===== config.mk =====
export PLATFORM = sky130hd
export DESIGN_NAME = ser_tx_dbuf
export DESIGN_NICKNAME = d
export VERILOG_FILES = /design/src/rtl/stx_pkg.sv /design/src/rtl/stx_hold.sv /design/src/rtl/stx_shift.sv /design/src/rtl/stx_line_out.sv /design/src/rtl/ser_tx_dbuf.sv
export SDC_FILE = /design/constraint.sdc
export NUM_CORES = 1
export LEC_CHECK = 0
export BUFFER_PORTS_ARGS = -buffer_cell sky130_fd_sc_hd__buf_4
export CAP_MARGIN = 20
export CORE_ASPECT_RATIO = 0.75
export CORE_MARGIN = 8
export CORE_UTILIZATION = 61
export DETAILED_ROUTE_END_ITERATION = 8
export PLACE_DENSITY = 0.83
export RECOVER_POWER = 100
export SLEW_MARGIN = 20
export SYNTH_ARGS = -nofsm -noshare
export SYNTH_HDL_FRONTEND = slang
export SYNTH_SLANG_ARGS = --single-unit

===== constraint.sdc =====
create_clock -name clk -period 4.3 [get_ports clk]
set_input_delay 0.86 -clock clk [delete_from_list [all_inputs] [get_ports clk]]
set_output_delay 0.86 -clock clk [all_outputs]
set_load 0.05 [all_outputs]

===== src/rtl/stx_pkg.sv =====
package stx_pkg;

  typedef enum logic [2:0] {
    ST_IDLE  = 3'd0,
    ST_START = 3'd1,
    ST_DATA  = 3'd2,
    ST_PAR   = 3'd3,
    ST_STOP  = 3'd4
  } stx_state_e;

  typedef struct packed {
    logic [1:0] wlen;
    logic       stop2;
    logic       par_en;
    logic       par_even;
    logic       par_stick;
  } stx_fmt_t;

endpackage


===== src/rtl/stx_hold.sv =====
module stx_hold #(
  parameter int DATA_W = 8
) (
  input  logic              clk,
  input  logic              rst,
  input  logic              wr_en,
  input  logic [DATA_W-1:0] wr_data,
  input  logic              take,
  output logic              full,
  output logic              full_next,
  output logic [DATA_W-1:0] data
);

  // a write wins over a take in the same cycle: the shifter gets the old byte
  always_comb full_next = wr_en | (full & ~take);

  always_ff @(posedge clk) begin
    if (rst) begin
      full <= 1'b0;
      data <= '0;
    end else begin
      full <= full_next;
      if (wr_en) data <= wr_data;
    end
  end

endmodule


===== src/rtl/stx_shift.sv =====
module stx_shift
  import stx_pkg::*;
#(
  parameter int DATA_W = 8,
  parameter int OVS    = 16
) (
  input  logic              clk,
  input  logic              rst,
  input  logic              tick,
  input  logic              hold_full,
  input  logic [DATA_W-1:0] hold_data,
  input  stx_fmt_t          fmt_in,
  output logic              take,
  output logic              busy_next,
  output logic              line_bit
);

  localparam int MIN_W  = DATA_W - 3;
  localparam int CNT_W  = $clog2(2 * OVS);
  localparam int BIT_W  = $clog2(DATA_W + 1);
  localparam logic [CNT_W-1:0] LAST_1   = CNT_W'(OVS - 1);
  localparam logic [CNT_W-1:0] LAST_1P5 = CNT_W'(OVS + OVS / 2 - 1);
  localparam logic [CNT_W-1:0] LAST_2   = CNT_W'(2 * OVS - 1);

  stx_state_e        state, state_d;
  stx_fmt_t          fmt_q;
  logic [DATA_W-1:0] sr;
  logic [CNT_W-1:0]  tcnt;
  logic [BIT_W-1:0]  bits_left;
  logic              par_q;

  logic [BIT_W-1:0]  ld_len;
  logic [DATA_W-1:0] ld_mask;
  logic [DATA_W-1:0] ld_bits;
  logic              ld_xor;
  logic              ld_par;
  logic [CNT_W-1:0]  stop_last;
  logic              bit_end;
  logic              stop_end;

  // data length of the byte about to be loaded, and its bit mask
  always_comb ld_len = BIT_W'(MIN_W) + BIT_W'(fmt_in.wlen);

  generate
    for (genvar i = 0; i < DATA_W; i++) begin : g_mask
      assign ld_mask[i] = (BIT_W'(i) < ld_len);
    end
  endgenerate

  always_comb begin
    ld_bits = hold_data & ld_mask;
    ld_xor  = ^ld_bits;
    if (fmt_in.par_stick) ld_par = ~fmt_in.par_even;
    else if (fmt_in.par_even) ld_par = ld_xor;
    else ld_par = ~ld_xor;
  end

  // stop length from the format captured at load
  always_comb begin
    if (!fmt_q.stop2) stop_last = LAST_1;
    else if (fmt_q.wlen == 2'b00) stop_last = LAST_1P5;
    else stop_last = LAST_2;
  end

  always_comb begin
    bit_end  = tick && (tcnt == LAST_1);
    stop_end = tick && (state == ST_STOP) && (tcnt == stop_last);
    take     = hold_full && ((state == ST_IDLE) || stop_end);
  end

  always_comb begin
    state_d = state;
    unique case (state)
      ST_IDLE:  if (take) state_d = ST_START;
      ST_START: if (bit_end) state_d = ST_DATA;
      ST_DATA:  if (bit_end && bits_left == BIT_W'(1))
                  state_d = fmt_q.par_en ? ST_PAR : ST_STOP;
      ST_PAR:   if (bit_end) state_d = ST_STOP;
      ST_STOP:  if (stop_end) state_d = take ? ST_START : ST_IDLE;
      default:  state_d = ST_IDLE;
    endcase
  end

  always_comb busy_next = (state_d != ST_IDLE);

  always_comb begin
    unique case (state)
      ST_START: line_bit = 1'b0;
      ST_DATA:  line_bit = sr[0];
      ST_PAR:   line_bit = par_q;
      default:  line_bit = 1'b1;
    endcase
  end

  always_ff @(posedge clk) begin
    if (rst) begin
      state     <= ST_IDLE;
      fmt_q     <= '0;
      sr        <= '0;
      tcnt      <= '0;
      bits_left <= '0;
      par_q     <= 1'b0;
    end else begin
      state <= state_d;
      if (take) begin
        fmt_q     <= fmt_in;
        sr        <= ld_bits;
        bits_left <= ld_len;
        par_q     <= ld_par;
        tcnt      <= '0;
      end else if (state != ST_IDLE && tick) begin
        if (state == ST_STOP) begin
          tcnt <= stop_end ? '0 : tcnt + 1'b1;
        end else begin
          tcnt <= bit_end ? '0 : tcnt + 1'b1;
        end
        if (state == ST_DATA && bit_end) begin
          sr        <= sr >> 1;
          bits_left <= bits_left - 1'b1;
        end
      end
    end
  end

endmodule


===== src/rtl/stx_line_out.sv =====
module stx_line_out (
  input  logic clk,
  input  logic rst,
  input  logic line_bit,
  input  logic brk,
  input  logic full_next,
  input  logic busy_next,
  output logic txd,
  output logic hold_empty,
  output logic shift_empty
);

  always_ff @(posedge clk) begin
    if (rst) begin
      txd         <= 1'b1;
      hold_empty  <= 1'b1;
      shift_empty <= 1'b1;
    end else begin
      txd         <= brk ? 1'b0 : line_bit;
      hold_empty  <= ~full_next;
      shift_empty <= ~full_next & ~busy_next;
    end
  end

endmodule


===== src/rtl/ser_tx_dbuf.sv =====
module ser_tx_dbuf
  import stx_pkg::*;
#(
  parameter int DATA_W = 8,
  parameter int OVS    = 16
) (
  input  logic              clk,
  input  logic              rst,
  input  logic              wr_en,
  input  logic [DATA_W-1:0] wr_data,
  input  logic [1:0]        cfg_wlen,
  input  logic              cfg_stop2,
  input  logic              cfg_par_en,
  input  logic              cfg_par_even,
  input  logic              cfg_par_stick,
  input  logic              cfg_brk,
  input  logic              tick16,
  output logic              txd,
  output logic              hold_empty,
  output logic              shift_empty
);

  stx_fmt_t          fmt;
  logic              take;
  logic              h_full;
  logic              h_full_next;
  logic [DATA_W-1:0] h_data;
  logic              busy_next;
  logic              line_bit;

  always_comb begin
    fmt.wlen      = cfg_wlen;
    fmt.stop2     = cfg_stop2;
    fmt.par_en    = cfg_par_en;
    fmt.par_even  = cfg_par_even;
    fmt.par_stick = cfg_par_stick;
  end

  stx_hold #(.DATA_W(DATA_W)) i_hold (
    .clk       (clk),
    .rst       (rst),
    .wr_en     (wr_en),
    .wr_data   (wr_data),
    .take      (take),
    .full      (h_full),
    .full_next (h_full_next),
    .data      (h_data)
  );

  stx_shift #(.DATA_W(DATA_W), .OVS(OVS)) i_shift (
    .clk       (clk),
    .rst       (rst),
    .tick      (tick16),
    .hold_full (h_full),
    .hold_data (h_data),
    .fmt_in    (fmt),
    .take      (take),
    .busy_next (busy_next),
    .line_bit  (line_bit)
  );

  stx_line_out i_out (
    .clk         (clk),
    .rst         (rst),
    .line_bit    (line_bit),
    .brk         (cfg_brk),
    .full_next   (h_full_next),
    .busy_next   (busy_next),
    .txd         (txd),
    .hold_empty  (hold_empty),
    .shift_empty (shift_empty)
  );

endmodule


==> out/metrics.yaml <==
worst_setup_path:
  r2r_cells: 8
  setup.reg_to_reg.worst_slack_ps: 1490
  worstSetupEndpointType: "register"
  worst_ep_arrival_time_ps: 3010
  timing.critical_path.slowest_cell_delay_ps: 880
  path_buf_inv: 0
  timing.critical_path.from_type: "register"
  worst_setup_path_startpoint: "i_shift.tcnt[0]$_SDFFE_PP0P_"
  crit_path_top_delay_cell: "sky130_fd_sc_hd__nor3_1"
  setup.worst_path.class: "register to register"
  critical-path-top-cell-by-count: "sky130_fd_sc_hd__ha_1"
  critical_path_peak_fanout: 10
  crit_path_cell_trace: "ha_1 -> and3_1 -> ha_1 -> and2_0 -> nand2_1 -> nor3_1 -> nand4_1 -> a311oi_1"
  rr_endpoint: "i_shift.state[0]$_SDFF_PP0_"
  critical_path.top_delay_family: "simple AND/OR/NAND/NOR gates"
  rr_startpoint: "i_shift.tcnt[0]$_SDFFE_PP0P_"
  critical_path_required_ps: 4500
clock_network:
  cts_inserted_buffers: 5
  clkSinkCount: 37
  clock_tree.buffer_depth: 2
  cts.repair.resized: 0
  clk-insertion-delay-late_ps: 290
  cts_tree: "done"
  cts.repair_timing.setup_buffer_count: 0
  clockRootBuffer: "sky130_fd_sc_hd__clkbuf_8"
  cts_hold_buffers: 0
  cts_max_level: 2
  clk_pin_slew_worst_paths_ps: 70
sta:
  max-slew-margin-rel: 0.228
  rsz0062_at_grt: "no"
  fin_hold_ws_ps: 480
  final.setup_skew_ps: 7.37
  max_clock_freq_ghz: 0.355
  report.final.setup_viol: 0
  setup-tns-final_ps: 0
  number_of_failing_hold_endpoints_at_the_final_stage: 0
  max_slew.worst_pin.slew_ps: 1150
  period_minus_slack_ps: 2810
  worst_case_setup_margin_in_the_final_layout_ps: 1490
  final.period_utilization: 0.654
  slew_viol_final: 0
final_layout:
  num-fill-cells: 233
  inserted_diodes: 0
  area.growth.synth_to_final_pct: 11.2
  post_layout_nonfiller_instances: 273
  final_cell_mix: "37 x sky130_fd_sc_hd__dfxtp_1, 32 x sky130_fd_sc_hd__nand2_1, 23 x sky130_fd_sc_hd__nor2_1"
  final_common_cell: "sky130_fd_sc_hd__dfxtp_1"
  layout.nets: 260
  stdcell_area_um2: 2080
  final_util: 0.709
  area.sequential_um2: 741
  multiInputGateArea_um2: 1020
  drive_above_1_share: 0.132
logic_synthesis:
  register_bit_count_reported_by_yosys: 37
  post_synth_num_cell_types: 45
  netlist_area_um2: 1870
  net_count_after_synthesis: 242
  post_synth.cell_area_avg_um2: 8.66
  async_reset_ff_frac: 0
  synth_enable_flop_cells: 0
  synth.yosys.warnings: 0
  post_synth_inst_count: 216
  synth_top_flop_cell: "sky130_fd_sc_hd__dfxtp_1"
  synth.yosys.seq_area_share: 0.396
drt:
  vias_per_cell: 5.82
  routed_wl_mm: 4.08
  detail_route.first_pass.iterations: 4
  drc: 0
  via_count: 1589
  detail_route.iter0.violations: 188
  ant_nets: 0
  wire_per_inst_um: 14.9
pwr:
  total_switching_power_uw: 191
  p_leak_nw: 0.860
  power.share.clock: 0.362
  pwr-share-seq: 0.502
  irDropWorstVdd_mv: 0.246
  power.switching_fraction: 0.259
  power-per-cell-area_nw_per_um2: 355
  combPwrFrac: 0.136
  p_total_uw: 739
  cellInternalPower_uw: 548
floorplanning:
  die_width_um: 79.9
  die_y_um: 64.0
  fp-row-count: 17
  coreArea_um2: 2940
  initial_core_util: 0.637
  top_level_ports: 22
  floorplan.die_area_um2: 5110
global_route:
  vias_in_the_first_global_route: 1549
  grt_antenna_before_repair: 0
  global_route.usage.total: 0.170
  grt_remaining_overflow: 0
  grt_pass1_wl_mm: 7.00
  largest_net_degree_at_the_start_of_global_routing: 33
placed_design:
  place.gp.congestion: 0.885
  preCtsSetupSlack_ps: 1490
  dp_hpwl_mm: 2.98
  place_area_um2: 2010
  port_buffers: 21
  dpl.cell_count: 265
hold_path:
  holdCritPathClass: "register to register"
  hold_path_startpoint: "i_shift.sr[5]$_SDFFE_PP0P_"
  hold-path-endpoint: "i_shift.sr[5]$_SDFFE_PP0P_"
  hold_path_depth: 2
job:
  max-cap-violations: 0
run_status:
  status: "finished, final reports clean"
area by class of cell:
cell class / count / area share
Timing Repair Buffer: 21 / 0.0667
Sequential cell: 37 / 0.356
Tap cell: 38 / 0.0229
Multi-Input combinational cell: 160 / 0.489
Clock buffer: 7 / 0.0463
Inverter: 9 / 0.0162
Clock inverter: 1 / 0.00241
metal layers:
| layer | global-route usage | vias to the layer above | routed length (um) |
|---|---|---|---|
| met2 | 0.255 | 37 | 1870 |
| met5 | 0 | - | 0 |
| met1 | 0.220 | 743 | 1930 |
| met3 | 0.0489 | 8 | 195 |
| met4 | 0.0747 | 0 | 77 |
| li1 | - | 801 | - |
synth_stat cells, types with 2 or more instances:
| cell | instances | area [um2] |
|---|---|---|
| sky130_fd_sc_hd__a211oi_1 | 2 | 15.0 |
| sky130_fd_sc_hd__a21boi_0 | 3 | 22.5 |
| sky130_fd_sc_hd__a21o_1 | 3 | 22.5 |
| sky130_fd_sc_hd__a21oi_1 | 20 | 100 |
| sky130_fd_sc_hd__a21oi_2 | 2 | 17.5 |
| sky130_fd_sc_hd__a22oi_1 | 8 | 60.1 |
| sky130_fd_sc_hd__a311oi_1 | 2 | 17.5 |
| sky130_fd_sc_hd__a31oi_1 | 2 | 12.5 |
| sky130_fd_sc_hd__and2_1 | 2 | 12.5 |
| sky130_fd_sc_hd__and3_1 | 2 | 12.5 |
| sky130_fd_sc_hd__clkbuf_1 | 6 | 22.5 |
| sky130_fd_sc_hd__clkbuf_8 | 3 | 41.3 |
| sky130_fd_sc_hd__dfxtp_1 | 37 | 741 |
| sky130_fd_sc_hd__ha_1 | 7 | 87.6 |
| sky130_fd_sc_hd__inv_1 | 9 | 33.8 |
| sky130_fd_sc_hd__mux2i_1 | 8 | 80.1 |
| sky130_fd_sc_hd__nand2_1 | 32 | 120 |
| sky130_fd_sc_hd__nand3_1 | 7 | 35.0 |
| sky130_fd_sc_hd__nand3_2 | 2 | 20.0 |
| sky130_fd_sc_hd__nand3b_1 | 2 | 15.0 |
| sky130_fd_sc_hd__nor2_1 | 23 | 86.3 |
| sky130_fd_sc_hd__nor3_1 | 2 | 10.0 |
| sky130_fd_sc_hd__o211a_1 | 2 | 20.0 |
| sky130_fd_sc_hd__o211ai_1 | 3 | 22.5 |
| sky130_fd_sc_hd__o21ai_0 | 3 | 15.0 |
| sky130_fd_sc_hd__o22ai_1 | 2 | 12.5 |
| sky130_fd_sc_hd__o32a_1 | 2 | 20.0 |
| sky130_fd_sc_hd__or2b_1 | 2 | 15.0 |
| sky130_fd_sc_hd__xnor3_1 | 2 | 45.0 |
logic make-up after synthesis:
family                     Yosys count  share of synthesized area
buffers and inverters               19                     0.0548
DFF                                 37                      0.396
and+or+nand+nor                     82                      0.210
adders and majority gates            7                     0.0468
xor gates and xnor gates             5                     0.0421
muxes                                8                     0.0428
AOI/OAI and AO/OA                   58                      0.207
power groups by stage:
stage          Clock [mW]  Sequential (mW)  Combinational [mW]
6_report            0.267            0.371               0.100
5_1_grt             0.288            0.373               0.111
4_1_cts             0.269            0.371               0.104
3_5_place_dp            0            0.379               0.103
3_3_place_gp            0            0.378              0.0974
2_1_floorplan           0            0.383              0.0700
worst max path at each step:
stage	endpoint	cells past startpoint	slack (ps)
after global routing	i_shift.state[0]$_SDFF_PP0_	8	1230
after CTS	i_shift.par_q$_SDFFE_PP0N_	9	1800
final	i_shift.state[0]$_SDFF_PP0_	8	1490
after floorplan	i_shift.par_q$_SDFFE_PP0N_	8	1720
after global placement	i_shift.par_q$_SDFFE_PP0N_	9	1560
after detailed placement	i_shift.par_q$_SDFFE_PP0N_	9	1490
worst min-delay path, delay by kind of cell, from the launching register on:
family,cells,cell delay [ps]
flip-flops,1,320
AND/OR/NAND/NOR,1,60
AO/OA/AOI/OAI,1,60
flip-flops by register name, summed over array words and instances (netlist names):
| register | cells |
|---|---|
| i_out.txd | 1 |
| i_out.hold_empty | 1 |
| i_shift.par_q | 1 |
| i_shift.tcnt | 5 |
| i_shift.fmt_q | 4 |
| i_shift.state | 3 |
| i_hold.data | 8 |
| i_shift.bits_left | 4 |
| i_shift.sr | 8 |
| i_hold.full | 1 |
| i_out.shift_empty | 1 |
No activity file was read; power rests on OpenSTA's default activity.
